===== config.mk =====
export PLATFORM = sky130hd
export DESIGN_NAME = chroma444_codec
export DESIGN_NICKNAME = d
export VERILOG_FILES = /design/src/rtl/chroma_pkg.sv /design/src/rtl/phase_tracker.sv /design/src/rtl/chroma_unpack.sv /design/src/rtl/chroma_pack.sv /design/src/rtl/chroma444_codec.sv
export SDC_FILE = /design/constraint.sdc
export NUM_CORES = 1
export LEC_CHECK = 0
export ABC_AREA = 1
export BUFFER_PORTS_ARGS = -buffer_cell sky130_fd_sc_hd__buf_2
export CORE_ASPECT_RATIO = 1.25
export CORE_UTILIZATION = 30
export CTS_CLUSTER_SIZE = 28
export DETAILED_ROUTE_END_ITERATION = 8
export PLACE_DENSITY = 0.49
export SETUP_SLACK_MARGIN = 0.2
export SLEW_MARGIN = 30
export SYNTH_ARGS = -nofsm -noshare
export SYNTH_HDL_FRONTEND = slang
export SYNTH_SLANG_ARGS = --single-unit

===== constraint.sdc =====
create_clock -name clk -period 4.15 [get_ports clk]
set_clock_uncertainty 0.05 [all_clocks]
set_input_delay 0.6225 -clock clk [delete_from_list [all_inputs] [get_ports clk]]
set_output_delay 0.6225 -clock clk [all_outputs]
set_load 0.005 [all_outputs]

===== src/rtl/chroma_pkg.sv =====
package chroma_pkg;

  // Marker bits that travel alongside every pixel.
  typedef struct packed {
    logic frame_end;
    logic frame_start;
    logic line_end;
    logic line_start;
  } mark_t;

endpackage


===== src/rtl/phase_tracker.sv =====
// Tracks the even/odd position of valid pixels within a line.
module phase_tracker (
  input  logic clk,
  input  logic rst_n,
  input  logic step_i,
  input  logic restart_i,
  output logic par_o
);

  logic odd_q;
  logic odd_d;

  always_comb begin
    par_o = restart_i ? 1'b0 : odd_q;
    odd_d = step_i ? ~par_o : odd_q;
  end

  always_ff @(posedge clk or negedge rst_n) begin
    if (!rst_n) begin
      odd_q <= 1'b0;
    end else begin
      odd_q <= odd_d;
    end
  end

endmodule


===== src/rtl/chroma_unpack.sv =====
// Expands shared-chroma words into full pixels using a one-pixel holding stage.
module chroma_unpack
  import chroma_pkg::*;
#(
  parameter int COMP_W = 10,
  parameter int WORD_W = 24
) (
  input  logic              clk,
  input  logic              rst_n,
  input  logic              in_valid,
  input  logic [WORD_W-1:0] in_word,
  input  mark_t             in_mark,
  output logic              out_valid,
  output logic [COMP_W-1:0] out_y,
  output logic [COMP_W-1:0] out_cb,
  output logic [COMP_W-1:0] out_cr,
  output mark_t             out_mark
);

  logic              in_par;
  logic [COMP_W-1:0] in_y;
  logic [COMP_W-1:0] in_c;

  // holding stage
  logic              st_full_q, st_full_d;
  logic              st_odd_q,  st_odd_d;
  logic [COMP_W-1:0] st_y_q,    st_y_d;
  logic [COMP_W-1:0] st_c_q,    st_c_d;
  mark_t             st_mark_q, st_mark_d;
  logic [COMP_W-1:0] last_cb_q, last_cb_d;

  // output register
  logic              emit;
  logic [COMP_W-1:0] e_cb, e_cr;
  logic              ov_q, ov_d;
  logic [COMP_W-1:0] oy_q, oy_d;
  logic [COMP_W-1:0] ocb_q, ocb_d;
  logic [COMP_W-1:0] ocr_q, ocr_d;
  mark_t             om_q, om_d;

  phase_tracker u_phase (
    .clk       (clk),
    .rst_n     (rst_n),
    .step_i    (in_valid),
    .restart_i (in_mark.line_start),
    .par_o     (in_par)
  );

  always_comb begin
    in_y = in_word[COMP_W-1:0];
    in_c = in_word[2*COMP_W-1:COMP_W];

    // The held pixel leaves when a successor arrives or when it ends a line.
    emit = st_full_q & (in_valid | st_mark_q.line_end);

    if (st_odd_q) begin
      e_cb = last_cb_q;
      e_cr = st_c_q;
    end else begin
      e_cb = st_c_q;
      e_cr = (in_valid & in_par) ? in_c : st_c_q;
    end

    st_full_d = in_valid | (st_full_q & ~emit);
    st_odd_d  = in_valid ? in_par  : st_odd_q;
    st_y_d    = in_valid ? in_y    : st_y_q;
    st_c_d    = in_valid ? in_c    : st_c_q;
    st_mark_d = in_valid ? in_mark : st_mark_q;
    last_cb_d = (in_valid & ~in_par) ? in_c : last_cb_q;

    ov_d  = emit;
    oy_d  = emit ? st_y_q    : oy_q;
    ocb_d = emit ? e_cb      : ocb_q;
    ocr_d = emit ? e_cr      : ocr_q;
    om_d  = emit ? st_mark_q : om_q;
  end

  always_ff @(posedge clk or negedge rst_n) begin
    if (!rst_n) begin
      st_full_q <= 1'b0;
      st_odd_q  <= 1'b0;
      st_y_q    <= '0;
      st_c_q    <= '0;
      st_mark_q <= '0;
      last_cb_q <= '0;
      ov_q      <= 1'b0;
      oy_q      <= '0;
      ocb_q     <= '0;
      ocr_q     <= '0;
      om_q      <= '0;
    end else begin
      st_full_q <= st_full_d;
      st_odd_q  <= st_odd_d;
      st_y_q    <= st_y_d;
      st_c_q    <= st_c_d;
      st_mark_q <= st_mark_d;
      last_cb_q <= last_cb_d;
      ov_q      <= ov_d;
      oy_q      <= oy_d;
      ocb_q     <= ocb_d;
      ocr_q     <= ocr_d;
      om_q      <= om_d;
    end
  end

  assign out_valid = ov_q;
  assign out_y     = oy_q;
  assign out_cb    = ocb_q;
  assign out_cr    = ocr_q;
  assign out_mark  = om_q;

endmodule


===== src/rtl/chroma_pack.sv =====
// Packs full pixels into shared-chroma words, picking chroma by position.
module chroma_pack
  import chroma_pkg::*;
#(
  parameter int COMP_W = 10,
  parameter int WORD_W = 24
) (
  input  logic              clk,
  input  logic              rst_n,
  input  logic              in_valid,
  input  logic [COMP_W-1:0] in_y,
  input  logic [COMP_W-1:0] in_cb,
  input  logic [COMP_W-1:0] in_cr,
  input  mark_t             in_mark,
  output logic              out_valid,
  output logic [WORD_W-1:0] out_word,
  output mark_t             out_mark
);

  localparam int PAD_W = WORD_W - 2 * COMP_W;

  logic              in_par;
  logic [COMP_W-1:0] sel_c;
  logic [WORD_W-1:0] packed_w;

  logic              ov_q, ov_d;
  logic [WORD_W-1:0] ow_q, ow_d;
  mark_t             om_q, om_d;

  phase_tracker u_phase (
    .clk       (clk),
    .rst_n     (rst_n),
    .step_i    (in_valid),
    .restart_i (in_mark.line_start),
    .par_o     (in_par)
  );

  assign sel_c = in_par ? in_cr : in_cb;

  generate
    if (PAD_W > 0) begin : g_pad
      assign packed_w = {{PAD_W{1'b0}}, sel_c, in_y};
    end else begin : g_nopad
      assign packed_w = {sel_c, in_y};
    end
  endgenerate

  always_comb begin
    ov_d = in_valid;
    ow_d = in_valid ? packed_w : ow_q;
    om_d = in_valid ? in_mark  : om_q;
  end

  always_ff @(posedge clk or negedge rst_n) begin
    if (!rst_n) begin
      ov_q <= 1'b0;
      ow_q <= '0;
      om_q <= '0;
    end else begin
      ov_q <= ov_d;
      ow_q <= ow_d;
      om_q <= om_d;
    end
  end

  assign out_valid = ov_q;
  assign out_word  = ow_q;
  assign out_mark  = om_q;

endmodule


===== src/rtl/chroma444_codec.sv =====
// Top: shared-chroma to full-pixel expand path and full-pixel to shared-chroma compact path.
module chroma444_codec
  import chroma_pkg::*;
#(
  parameter int COMP_W = 10,
  parameter int WORD_W = 24
) (
  input  logic              clk,
  input  logic              rst_n,
  input  logic              pk_valid,
  input  logic [WORD_W-1:0] pk_data,
  input  logic [3:0]        pk_mark,
  output logic              fx_valid,
  output logic [COMP_W-1:0] fx_y,
  output logic [COMP_W-1:0] fx_cb,
  output logic [COMP_W-1:0] fx_cr,
  output logic [3:0]        fx_mark,
  input  logic              ix_valid,
  input  logic [COMP_W-1:0] ix_y,
  input  logic [COMP_W-1:0] ix_cb,
  input  logic [COMP_W-1:0] ix_cr,
  input  logic [3:0]        ix_mark,
  output logic              pw_valid,
  output logic [WORD_W-1:0] pw_data,
  output logic [3:0]        pw_mark
);

  localparam int SYNC_N = 2;

  logic [SYNC_N-1:0] rst_sync_q;
  logic              rst_n_s;
  mark_t             fx_mark_s;
  mark_t             pw_mark_s;

  // Reset asserts at once and is released on the clock.
  always_ff @(posedge clk or negedge rst_n) begin
    if (!rst_n) begin
      rst_sync_q <= '0;
    end else begin
      rst_sync_q <= {rst_sync_q[SYNC_N-2:0], 1'b1};
    end
  end

  assign rst_n_s = rst_sync_q[SYNC_N-1];

  chroma_unpack #(
    .COMP_W (COMP_W),
    .WORD_W (WORD_W)
  ) u_unpack (
    .clk       (clk),
    .rst_n     (rst_n_s),
    .in_valid  (pk_valid),
    .in_word   (pk_data),
    .in_mark   (mark_t'(pk_mark)),
    .out_valid (fx_valid),
    .out_y     (fx_y),
    .out_cb    (fx_cb),
    .out_cr    (fx_cr),
    .out_mark  (fx_mark_s)
  );

  chroma_pack #(
    .COMP_W (COMP_W),
    .WORD_W (WORD_W)
  ) u_pack (
    .clk       (clk),
    .rst_n     (rst_n_s),
    .in_valid  (ix_valid),
    .in_y      (ix_y),
    .in_cb     (ix_cb),
    .in_cr     (ix_cr),
    .in_mark   (mark_t'(ix_mark)),
    .out_valid (pw_valid),
    .out_word  (pw_data),
    .out_mark  (pw_mark_s)
  );

  assign fx_mark = fx_mark_s;
  assign pw_mark = pw_mark_s;

endmodule


Word level (Yosys, flattened, before mapping). Index checks and enable logic that the tools add are counted.

Bits in registers: 100.

Muxes and demuxes: 6. Bitwise gates (word level): 9.

Operator list (number): $mux W10 (4); $and A1 B1 Y1 (4); $not A1 Y1 (3); $mux W1 (2); $or A1 B1 Y1 (2).

Logic depth before layout (Yosys ltp). Gate-level depths: netlist (run 1).

Depth in word-level cells: 5. Depth in mapped cells: 7.

Modules after synthesis. A second synthesis (run 1) with hierarchy kept.

Cells, all modules: 498. Area, all modules: 4194.0 um^2.

Modules (own cells, without submodules): chroma_unpack (instances 1, cells an instance 329, area an instance 2879.0 um^2); chroma_pack (instances 1, cells an instance 150, area an instance 1158.6 um^2); phase_tracker (instances 2, cells an instance 8, area an instance 51.3 um^2); chroma444_codec (instances 1, cells an instance 3, area an instance 53.8 um^2).

Worst setup path after synthesis (run 1). OpenSTA, ideal clock, no wires.

Path kind: input-to-reg. From: in pk_mark[0]. To: reg u_unpack.ocr_q[0] (netlist: u_unpack.out_cr[0]). Arrival: 1.224 ns. Slack: 2.759 ns. Stages: 5. Path buffers: 1. Cell sequence: nor2_1 clkbuf_1 nand3_1 nand3_1 nand2_1.

Word-level cells in the longest chain between the ends: 4.

RTL lines: from (decl) (RTL line chroma444_codec.sv:12) `input logic [3:0] pk_mark,`; $mux W1 (RTL line phase_tracker.sv:14) `par_o = restart_i ? 1'b0 : odd_q;`; $and A1 B1 Y1 (RTL line chroma_unpack.sv:61) `e_cr = (in_valid & in_par) ? in_c : st_c_q;`; $mux W10 (RTL line chroma_unpack.sv:61); $mux W10 (RTL line chroma_unpack.sv:56) `if (st_odd_q) begin`; to (signal assigned) (RTL line chroma_unpack.sv:101) `ocr_q <= ocr_d;`; to (decl) (RTL line chroma_unpack.sv:38) `logic [COMP_W-1:0] ocr_q, ocr_d;`.

No other way between the ends. A chain may end at the register's enable or synchronous reset.

Worst setup path in the final report (run 1).
From: in pk_valid. To: reg u_unpack.ocr_q[5] (netlist: u_unpack.out_cr[5]).

Word-level cells in the longest chain between the ends: 3. Elaborated cells between the ends (all ways): 5. Those cells by class: mux (2); bitwise (3).

RTL lines: from (decl) (RTL line chroma444_codec.sv:10) `input logic pk_valid,`; $and A1 B1 Y1 (RTL line chroma_unpack.sv:61); $mux W10 (RTL line chroma_unpack.sv:61); $mux W10 (RTL line chroma_unpack.sv:56).

Several ways; a longest one is shown, not always the timed one.

==> impl_metrics.tcl, run 1 <==
set metrics [dict create \
    io_buffers 121 \
    die_area_um2 14000 \
    status "completed" \
    rsz0062_at_grt "no" \
    num_vias 3309 \
    avgSynthCellArea_um2 8.83 \
    drt-initial-drc-count 123 \
    hp-class "register to register" \
    fp-row-count 47 \
    start_util 0.307 \
    cp_common_cell "nand2_1" \
    path_cells "buf_2, buf_4, inv_1, nor2_1, buf_4, nand2_1, nand2_1, nand3_1, nand2_1" \
    die_y_um 132 \
    crit_buf_inv 4 \
    relSlewSlack 0.450 \
    crit_family "buffers and inverters" \
    start_kind "input pin" \
    drtAntennaViolNets 0 \
    grt_max_degree 73 \
    cts_root_buffer "clkbuf_16" \
    ir_drop_v 0.000219 \
    fin_crit_sh 0.493 \
    cts_buffer_depth 2 \
    finalWorstSetupSlack_ns 2.10 \
    syn_to_final_growth_pct 26.4 \
    place_congestion 0.697 \
    cp.required_ns 4.38 \
    hold_viol 0 \
    power_leakage_uw 0.00274 \
    synth_cell_types 19 \
    fp.coreArea_um2 13200 \
    critPathMaxFanout 50 \
    vias_per_cell 4.41 \
    clk_pin_slew_worst_paths_ns 0.07 \
    insertion_delay_ns 0.34 \
    cts-htree-levels 3 \
    p_per_area_nw_per_um2 476 \
    finalSetupViolCount 0 \
    grt_usage 0.142 \
    drive_gt1_frac 0.260 \
    layout_commonest_cell "nand2_1" \
    tns_ns 0 \
    max_freq_mhz 488 \
    worst_pin_slew_ns 0.824 \
    drc 0 \
    path_class "input pin to register" \
    first_pass_iters 4 \
    num_io_pins 130 \
    synth.cell_area_um2 4060 \
    cts.sinks 100 \
    layout_common_cells "173 x nand2_1, 121 x buf_2, 99 x dfrtp_1" \
    grt_pass1_vias 3280 \
    finalCriticalPeriod_ns 2.05 \
    wirelength_mm 9.42 \
    place_ws_ns 1.73 \
    cp-end-kind "register" \
    globalRouteOverflowTotal 0 \
    post_drt_wl_per_cell_um 12.5 \
    report.final.slew_viol_count 0 \
    cts_tree "built" \
    antenna_found_initial 0 \
    synth-seq-cells 100 \
    fill_cells 1386 \
    grt_pass1_wl_mm 15.8 \
    ys_warn_count 0 \
    slowest_delay_ns 0.41 \
    critPathArrivalTime_ns 2.28 \
    numCtsBuffers 9 \
    diodes 0 \
    place_hpwl_mm 6.32 \
    maxCapViolations 0 \
    die_w_um 106 \
    syn_inst 460 \
    nets 641 \
    post_cts_buffers 0 \
    ys_seq_area_frac 0.616 \
    cp_slowest_cell "buf_4" \
]
## flip-flops by register name (all words and copies together) (netlist names), 2 cells and up
| register | count |
|---|---|
| u_pack.out_word | 20 |
| u_unpack.last_cb_q | 10 |
| u_unpack.out_cb | 10 |
| u_unpack.out_cr | 10 |
| u_unpack.out_y | 10 |
| u_unpack.st_c_q | 10 |
| u_unpack.st_y_q | 10 |
| u_pack.out_mark | 4 |
| u_unpack.out_mark | 4 |
| u_unpack.st_mark_q | 4 |
| rst_sync_q | 2 |
## power by group
group | total (uW) | internal, uW | leakage, uW | switching (uW)
clock network | 917 | 533 | 0.000156 | 384
logic | 352 | 152 | 0.00137 | 200
registers | 1170 | 1100 | 0.00122 | 74.4
total | 2440 | 1790 | 0.00274 | 659
## metal layers
layer,wire [um],track usage,part of all wire,vias up
met5,0,0,0,-
met4,82,0.0417,0.0087,0
met3,619,0.0435,0.066,10
met2,4670,0.243,0.50,103
met1,4050,0.170,0.43,1543
li1,-,-,-,1653
## logic make-up (layout without fill, tap and decap cells)
logic type,count (synthesis),after routing,share of synthesized area
buffers and inverters,67,184,0.0749
DFF,100,100,0.616
other,2,5,0.00185
and+or+nand+nor,210,210,0.203
AOI/OAI and AO/OA,81,81,0.104
## what timing repair did
action,CTS,global route
endpoints found under the setup margin,0,0
hold buffers,1,0
hold endpoints to repair,2,0
resized for setup,0,0
## metrics by stage
stage | hold slack, ns | power [uW] | instance area (um^2) | util | instances
5_1_grt | 0.321 | 2580 | 5130 | 0.388 | 751
3_3_place_gp | 0.289 | 1550 | 4780 | 0.361 | 733
2_1_floorplan | 0.277 | 1380 | 4070 | - | 463
6_report | 0.303 | 2440 | 5130 | 0.388 | 751
3_5_place_dp | 0.288 | 1550 | 4780 | 0.361 | 733
4_1_cts | 0.304 | 2480 | 5110 | 0.386 | 750
## worst paths after layout
| path | slack, ns | cells after the start | startpoint | endpoint |
|---|---|---|---|---|
| max | 2.10 | 9 | pk_valid | u_unpack.out_cr[5] |
| min | 0.30 | 0 | rst_sync_q[0] | rst_sync_q[1] |
| max reg2reg | 2.26 | 6 | u_unpack.st_odd_q | u_unpack.out_cr[5] |
| min reg2reg | 0.30 | 0 | rst_sync_q[0] | rst_sync_q[1] |
| max in group asynchronous | 2.77 | 2 | rst_sync_q[1] | u_unpack.st_y_q[2] |
| min in group asynchronous | 0.31 | 0 | rst_sync_q[1] | u_pack.out_word[6] |
## layout make-up
cell class / count / area, um^2 / area share
flip-flops and latches: 100 / 2510 / 0.488
clock inverters: 7 / 98.8 / 0.0193
repair buffers: 128 / 673 / 0.131
well taps: 171 / 214 / 0.0417
multi-input cells: 296 / 1260 / 0.246
inverters: 40 / 150 / 0.0293
clock buffers: 9 / 225 / 0.0439
## cells in the mapped netlist
cell,n,area share
buf_2,7,0.0086
buf_4,5,0.0092
buf_6,3,0.0083
clkbuf_1,10,0.0092
clkbuf_2,2,0.0025
clkinv_1,2,0.0018
conb_1,2,0.0018
dfrtp_1,100,0.62
inv_1,37,0.034
inv_2,1,0.00092
nand2_1,173,0.16
nand3_1,20,0.025
nor2_1,15,0.014
nor2_2,1,0.0015
nor2_4,1,0.0028
o21a_1,1,0.0018
o21ai_0,70,0.086
o21ai_1,6,0.0074
o21ai_2,4,0.0086
## worst register-to-register path, stage by stage (launching register included)
cell and delay, ns:
dfrtp_1 0.78, nor2_1 0.11, buf_4 0.22, nand2_1 0.36, nand2_1 0.10, nand3_1 0.11
nand2_1 0.06
No activity file was read; power rests on OpenSTA's default activity.
==> run 2: changes to the inputs <==
==> constraint.sdc (replaced) <==
create_clock -name clk -period 2.1 [get_ports clk]
set_clock_uncertainty 0.05 [all_clocks]
set_input_delay 0.315 -clock clk [delete_from_list [all_inputs] [get_ports clk]]
set_output_delay 0.315 -clock clk [all_outputs]
set_load 0.005 [all_outputs]
==> run 2 against run 1 <==
Hold slack worse by 0.19 ns; wire length up 2.5%; largest cell class unchanged; sequential share of layout area fell by 0.65 points; critical path depth fell by 3; non-clock buffer count is 5 higher; critical path type is now register to register; via count is 1.2% higher.
==> impl_metrics.tcl, run 2 (synthesis gave the netlist of run 1 again) <==
set metrics [dict create \
    p_per_area_nw_per_um2 940 \
    p_total_uw 4890 \
    cp-end-kind "register" \
    hold_viol 0 \
    globalRouteOverflowTotal 0 \
    post-route-util 0.393 \
    r2r-end "u_unpack.out_y[9]" \
    insertion_delay_ns 0.34 \
    cts_root_buffer "clkbuf_16" \
    first_pass_iters 4 \
    finalWorstSetupSlack_ns 0.508 \
    comb_power_share 0.152 \
    relSlewSlack 0.526 \
    path_cells "nor2_2, nor2_4, inv_2, buf_12, nand2_1, o21ai_2" \
    largest_reg_flops 20 \
    crit_start "u_unpack.st_mark_q[1]" \
    fp.coreArea_um2 13200 \
    cp.required_ns 2.32 \
    place_ws_ns 0.283 \
    num_io_pins 130 \
    grt_pass1_wl_mm 16.3 \
    fp-row-count 47 \
    worstReg2RegStart "u_unpack.st_mark_q[1]" \
    power_leakage_uw 0.00278 \
    power_report.internal_total_uw 3600 \
    place_hpwl_mm 6.52 \
    rr_worst_depth 6 \
    drtAntennaViolNets 0 \
    path_depth 6 \
    grt_usage 0.148 \
    status "completed" \
    maxCapViolations 0 \
    start_util 0.307 \
    drt-initial-drc-count 155 \
    cts_tree "built" \
    cts.sinks 100 \
    finalSetupViolCount 0 \
    clk_pin_slew_worst_paths_ns 0.07 \
    max_freq_mhz 628 \
    start_kind "register" \
    antenna_found_initial 0 \
    rsz0062_at_grt "no" \
    cp_slowest_cell "dfrtp_1" \
    cts_resized 0 \
    cts_buffer_depth 2 \
    swShare 0.263 \
    grt_max_degree 57 \
    syn_to_final_growth_pct 28.1 \
    grt_pass1_vias 3286 \
    crit_family "buffers and inverters" \
    crit_path_end "u_unpack.out_y[9]" \
    diodes 0 \
    power.switching_uw 1290 \
    cts-htree-levels 3 \
    vias_per_cell 4.43 \
    ir_drop_v 0.000371 \
    hp-class "input pin to register" \
    post_drt_wl_per_cell_um 12.8 \
    die_y_um 132 \
    clock_power_share 0.377 \
    drive_gt1_frac 0.268 \
    critPathArrivalTime_ns 1.81 \
    die_area_um2 14000 \
    path_class "register to register" \
    wirelength_mm 9.66 \
    nets 647 \
    die_w_um 106 \
    numCtsBuffers 9 \
    drc 0 \
    slowest_delay_ns 0.41 \
    crit_buf_inv 2 \
    layout_commonest_cell "nand2_1" \
    rrSetupSlack_ns 0.51 \
    place_congestion 0.720 \
    finalCriticalPeriod_ns 1.59 \
    report.final.slew_viol_count 0 \
    worst_pin_slew_ns 0.706 \
    p_seq_frac 0.471 \
    fin_crit_sh 0.758 \
    layout_common_cells "173 x nand2_1, 121 x buf_2, 99 x dfrtp_1" \
    critPathMaxFanout 30 \
    io_buffers 121 \
    tns_ns 0 \
    num_vias 3350 \
]
run 2: cell count changes in the layout (fill, tap and decap cells not counted), sizes merged:
cell / previous run / this run
buf: 127 / 132
clkbuf: 9 / 11
clkinv: 4 / 3
clkinvlp: 1 / 2
inv: 40 / 38
nor2: 17 / 18
run 2: worst reg2reg max path: cells and delay by family, from the launching register on:
| family | cells | cell delay [ns] |
|---|---|---|
| buffers and inverters | 2 | 0.53 |
| and+or+nand+nor | 3 | 0.48 |
| DFF | 1 | 0.41 |
| AOI/OAI and AO/OA | 1 | 0.06 |
run 2: power by group through the flow:
stage	logic [uW]	clock network, uW	registers, uW
global route	859	1970	2340
floorplan	368	0	2360
detailed placement	754	0	2340
CTS	757	1890	2310
finish	742	1840	2300
global placement	740	0	2340
run 2: cell type report:
type / count / area (um^2)
clock inverter: 5 / 83.8
fill: 1388 / 8030
inverter: 40 / 150
timing repair buffer: 133 / 723
sequential: 100 / 2510
tap: 171 / 214
multi-input combinational: 297 / 1270
clock buffer: 11 / 253
run 2: worst min path at each step:
stage	startpoint	endpoint	slack [ns]	depth (start not counted)
2_1_floorplan	rst_n	rst_sync_q[0]	-0.03	0
3_3_place_gp	rst_n	rst_sync_q[0]	0.05	1
3_5_place_dp	rst_n	rst_sync_q[0]	0.05	1
4_1_cts	ix_y[2]	u_pack.out_word[2]	0.10	3
5_1_grt	ix_y[2]	u_pack.out_word[2]	0.11	3
6_report	ix_y[2]	u_pack.out_word[2]	0.11	3
run 2: stage by stage:
stage | hold WS [ns] | instance area, um^2 | std cells
2_1_floorplan | -0.0306 | 4070 | 463
3_5_place_dp | 0.0515 | 4850 | 739
4_1_cts | 0.100 | 5190 | 756
6_report | 0.111 | 5200 | 757
3_3_place_gp | 0.0503 | 4850 | 739
5_1_grt | 0.107 | 5200 | 757
run 2: timing repair:
action                                 in CTS  in global routing
setup endpoints to repair                   0                  8
endpoints found under the hold margin       2                  0
hold buffers                                1                  0
setup buffers                               0                  0
run 2: per-layer routing:
metal  vias up  part of all wire  GRT usage
met4         0             0.019     0.0633
met3        14             0.066     0.0356
met1      1561              0.44      0.186
met2       110              0.47      0.241
met5         -                 0          0
li1       1665                 -          -
==> run 3: changes to the inputs <==
==> constraint.sdc (replaced) <==
create_clock -name clk -period 1.5 [get_ports clk]
set_clock_uncertainty 0.05 [all_clocks]
set_input_delay 0.225 -clock clk [delete_from_list [all_inputs] [get_ports clk]]
set_output_delay 0.225 -clock clk [all_outputs]
set_load 0.005 [all_outputs]
==> run 3 against run 2 <==
Register-to-register slack got worse by 0.22 ns; die area unchanged; global-route usage increased by 0.13 points.
==> impl_metrics.tcl, run 3 (synthesis gave the netlist of run 1 again) <==
set metrics [dict create \
    power_report.internal_total_uw 5320 \
    comb_power_share 0.149 \
    post_drt_wl_per_cell_um 12.7 \
    swShare 0.256 \
    place_congestion 0.724 \
    drc 0 \
    num_io_pins 130 \
    wirelength_mm 9.64 \
    antenna_found_initial 0 \
    maxCapViolations 0 \
    first_pass_iters 5 \
    grt_pass1_wl_mm 16.4 \
    grt_usage 0.149 \
    cts-htree-levels 3 \
    die_w_um 106 \
    report.final.slew_viol_count 0 \
    fill_cells 1344 \
    finalSetupViolCount 0 \
    die_y_um 132 \
    drive_gt1_frac 0.275 \
    critPathMaxFanout 14 \
    vias_per_cell 4.36 \
    globalRouteOverflowTotal 0 \
    p_seq_frac 0.451 \
    cts_tree "built" \
    insertion_delay_ns 0.35 \
    cts_buffer_depth 2 \
    layout_commonest_cell "nand2_1" \
    regArea_um2 2510 \
    clock_power_share 0.401 \
    fin_crit_sh 0.806 \
    syn_to_final_growth_pct 30.4 \
    hp-class "input pin to register" \
    layout_common_cells "172 x nand2_1, 121 x buf_2, 99 x dfrtp_1" \
    grt_max_degree 43 \
    critPathArrivalTime_ns 1.42 \
    p_per_area_nw_per_um2 1350 \
    drtAntennaViolNets 0 \
    io_buffers 121 \
    diodes 0 \
    largest_reg_flops 20 \
    cp.required_ns 1.71 \
    cp-end-kind "register" \
    status "completed" \
    power_leakage_uw 0.00282 \
    cts_root_buffer "clkbuf_16" \
    postLayoutCellArea_um2 5300 \
    hold_viol 0 \
    cp_slowest_cell "dfrtp_1" \
    fp-row-count 47 \
    start_kind "register" \
    clk_pin_slew_worst_paths_ns 0.07 \
    multi_input_area_um2 1280 \
    slowest_delay_ns 0.42 \
    die_area_um2 14000 \
    tns_ns 0 \
    nets 650 \
    placed_cell_area_um2 4890 \
    drt-initial-drc-count 137 \
    grt_pass1_vias 3394 \
    num_vias 3310 \
    ir_drop_v 0.000490 \
    finalCriticalPeriod_ns 1.21 \
    path_class "register to register" \
    numCtsBuffers 9 \
    cp_common_cell "nor2_4" \
    power.switching_uw 1830 \
    place_hpwl_mm 6.59 \
    rsz0062_at_grt "no" \
    start_util 0.307 \
    fp.coreArea_um2 13200 \
    path_cells "nor2_4, nor2_4, inv_2, buf_4, nand2_1, o21ai_0" \
    max_freq_mhz 827 \
    cts.sinks 100 \
]
## run 3: what timing repair did
item | in CTS | in global routing
hold buffers | 1 | 0
buffers inserted | 1 | 0
pin swaps | 1 | 0
gates cloned | 1 | 0
setup endpoints to repair | 34 | 41
endpoints found under the hold margin | 2 | 0
resized for setup | 0 | 4
## run 3: final timing paths
path,from,endpoint,slack (ns),depth (start not counted)
max,u_unpack.st_mark_q[1],u_unpack.out_y[0],0.29,6
min,ix_y[9],u_pack.out_word[9],0.02,3
max reg2reg,u_unpack.st_mark_q[1],u_unpack.out_y[0],0.29,6
min reg2reg,rst_sync_q[1],u_unpack.out_cr[7],0.16,0
max in group asynchronous,rst_sync_q[1],u_unpack.out_cb[9],0.71,1
min in group asynchronous,rst_n,rst_sync_q[1],0.14,2
## run 3: worst max-delay path: cells and delay by family (launching register included)
family / cells / cell delay (ns)
AND/OR/NAND/NOR: 3 / 0.30
flip-flops: 1 / 0.42
buffers and inverters: 2 / 0.27
AO/OA/AOI/OAI: 1 / 0.08
## run 3: power groups by stage
stage          Combinational, uW  Clock (uW)  Sequential (uW)
2_1_floorplan                515           0             3310
3_3_place_gp                1060           0             3260
3_5_place_dp                1080           0             3270
4_1_cts                     1090        2940             3230
5_1_grt                     1230        3040             3270
6_report                    1060        2870             3220
## run 3: cell type report
| class | count | share of cell area |
|---|---|---|
| repair buffers | 136 | 0.146 |
| well taps | 171 | 0.0404 |
| clock buffers | 9 | 0.0425 |
| multi-input cells | 297 | 0.242 |
| flip-flops and latches | 100 | 0.473 |
| inverters | 40 | 0.0284 |
| clock inverters | 7 | 0.0274 |
## run 3: metal layers
metal / global-route usage / share of wire / up-vias
met5: 0 / 0 / -
met4: 0.0633 / 0.018 / 0
met3: 0.0346 / 0.051 / 12
met2: 0.247 / 0.48 / 90
met1: 0.185 / 0.45 / 1530
li1: - / - / 1678
## run 3: metrics by stage
step / total power [uW] / std cells / setup slack, ns / utilization / hold slack [ns]
after CTS: 7260 / 760 / 0.217 / 0.399 / 0.0166
after floorplan: 3820 / 463 / 0.353 / - / -0.121
after global routing: 7540 / 760 / 0.205 / 0.400 / 0.0247
after detailed placement: 4350 / 741 / -0.0432 / 0.369 / -0.0382
final: 7150 / 760 / 0.291 / 0.400 / 0.0232
after global placement: 4320 / 741 / 0.00200 / 0.369 / -0.0387
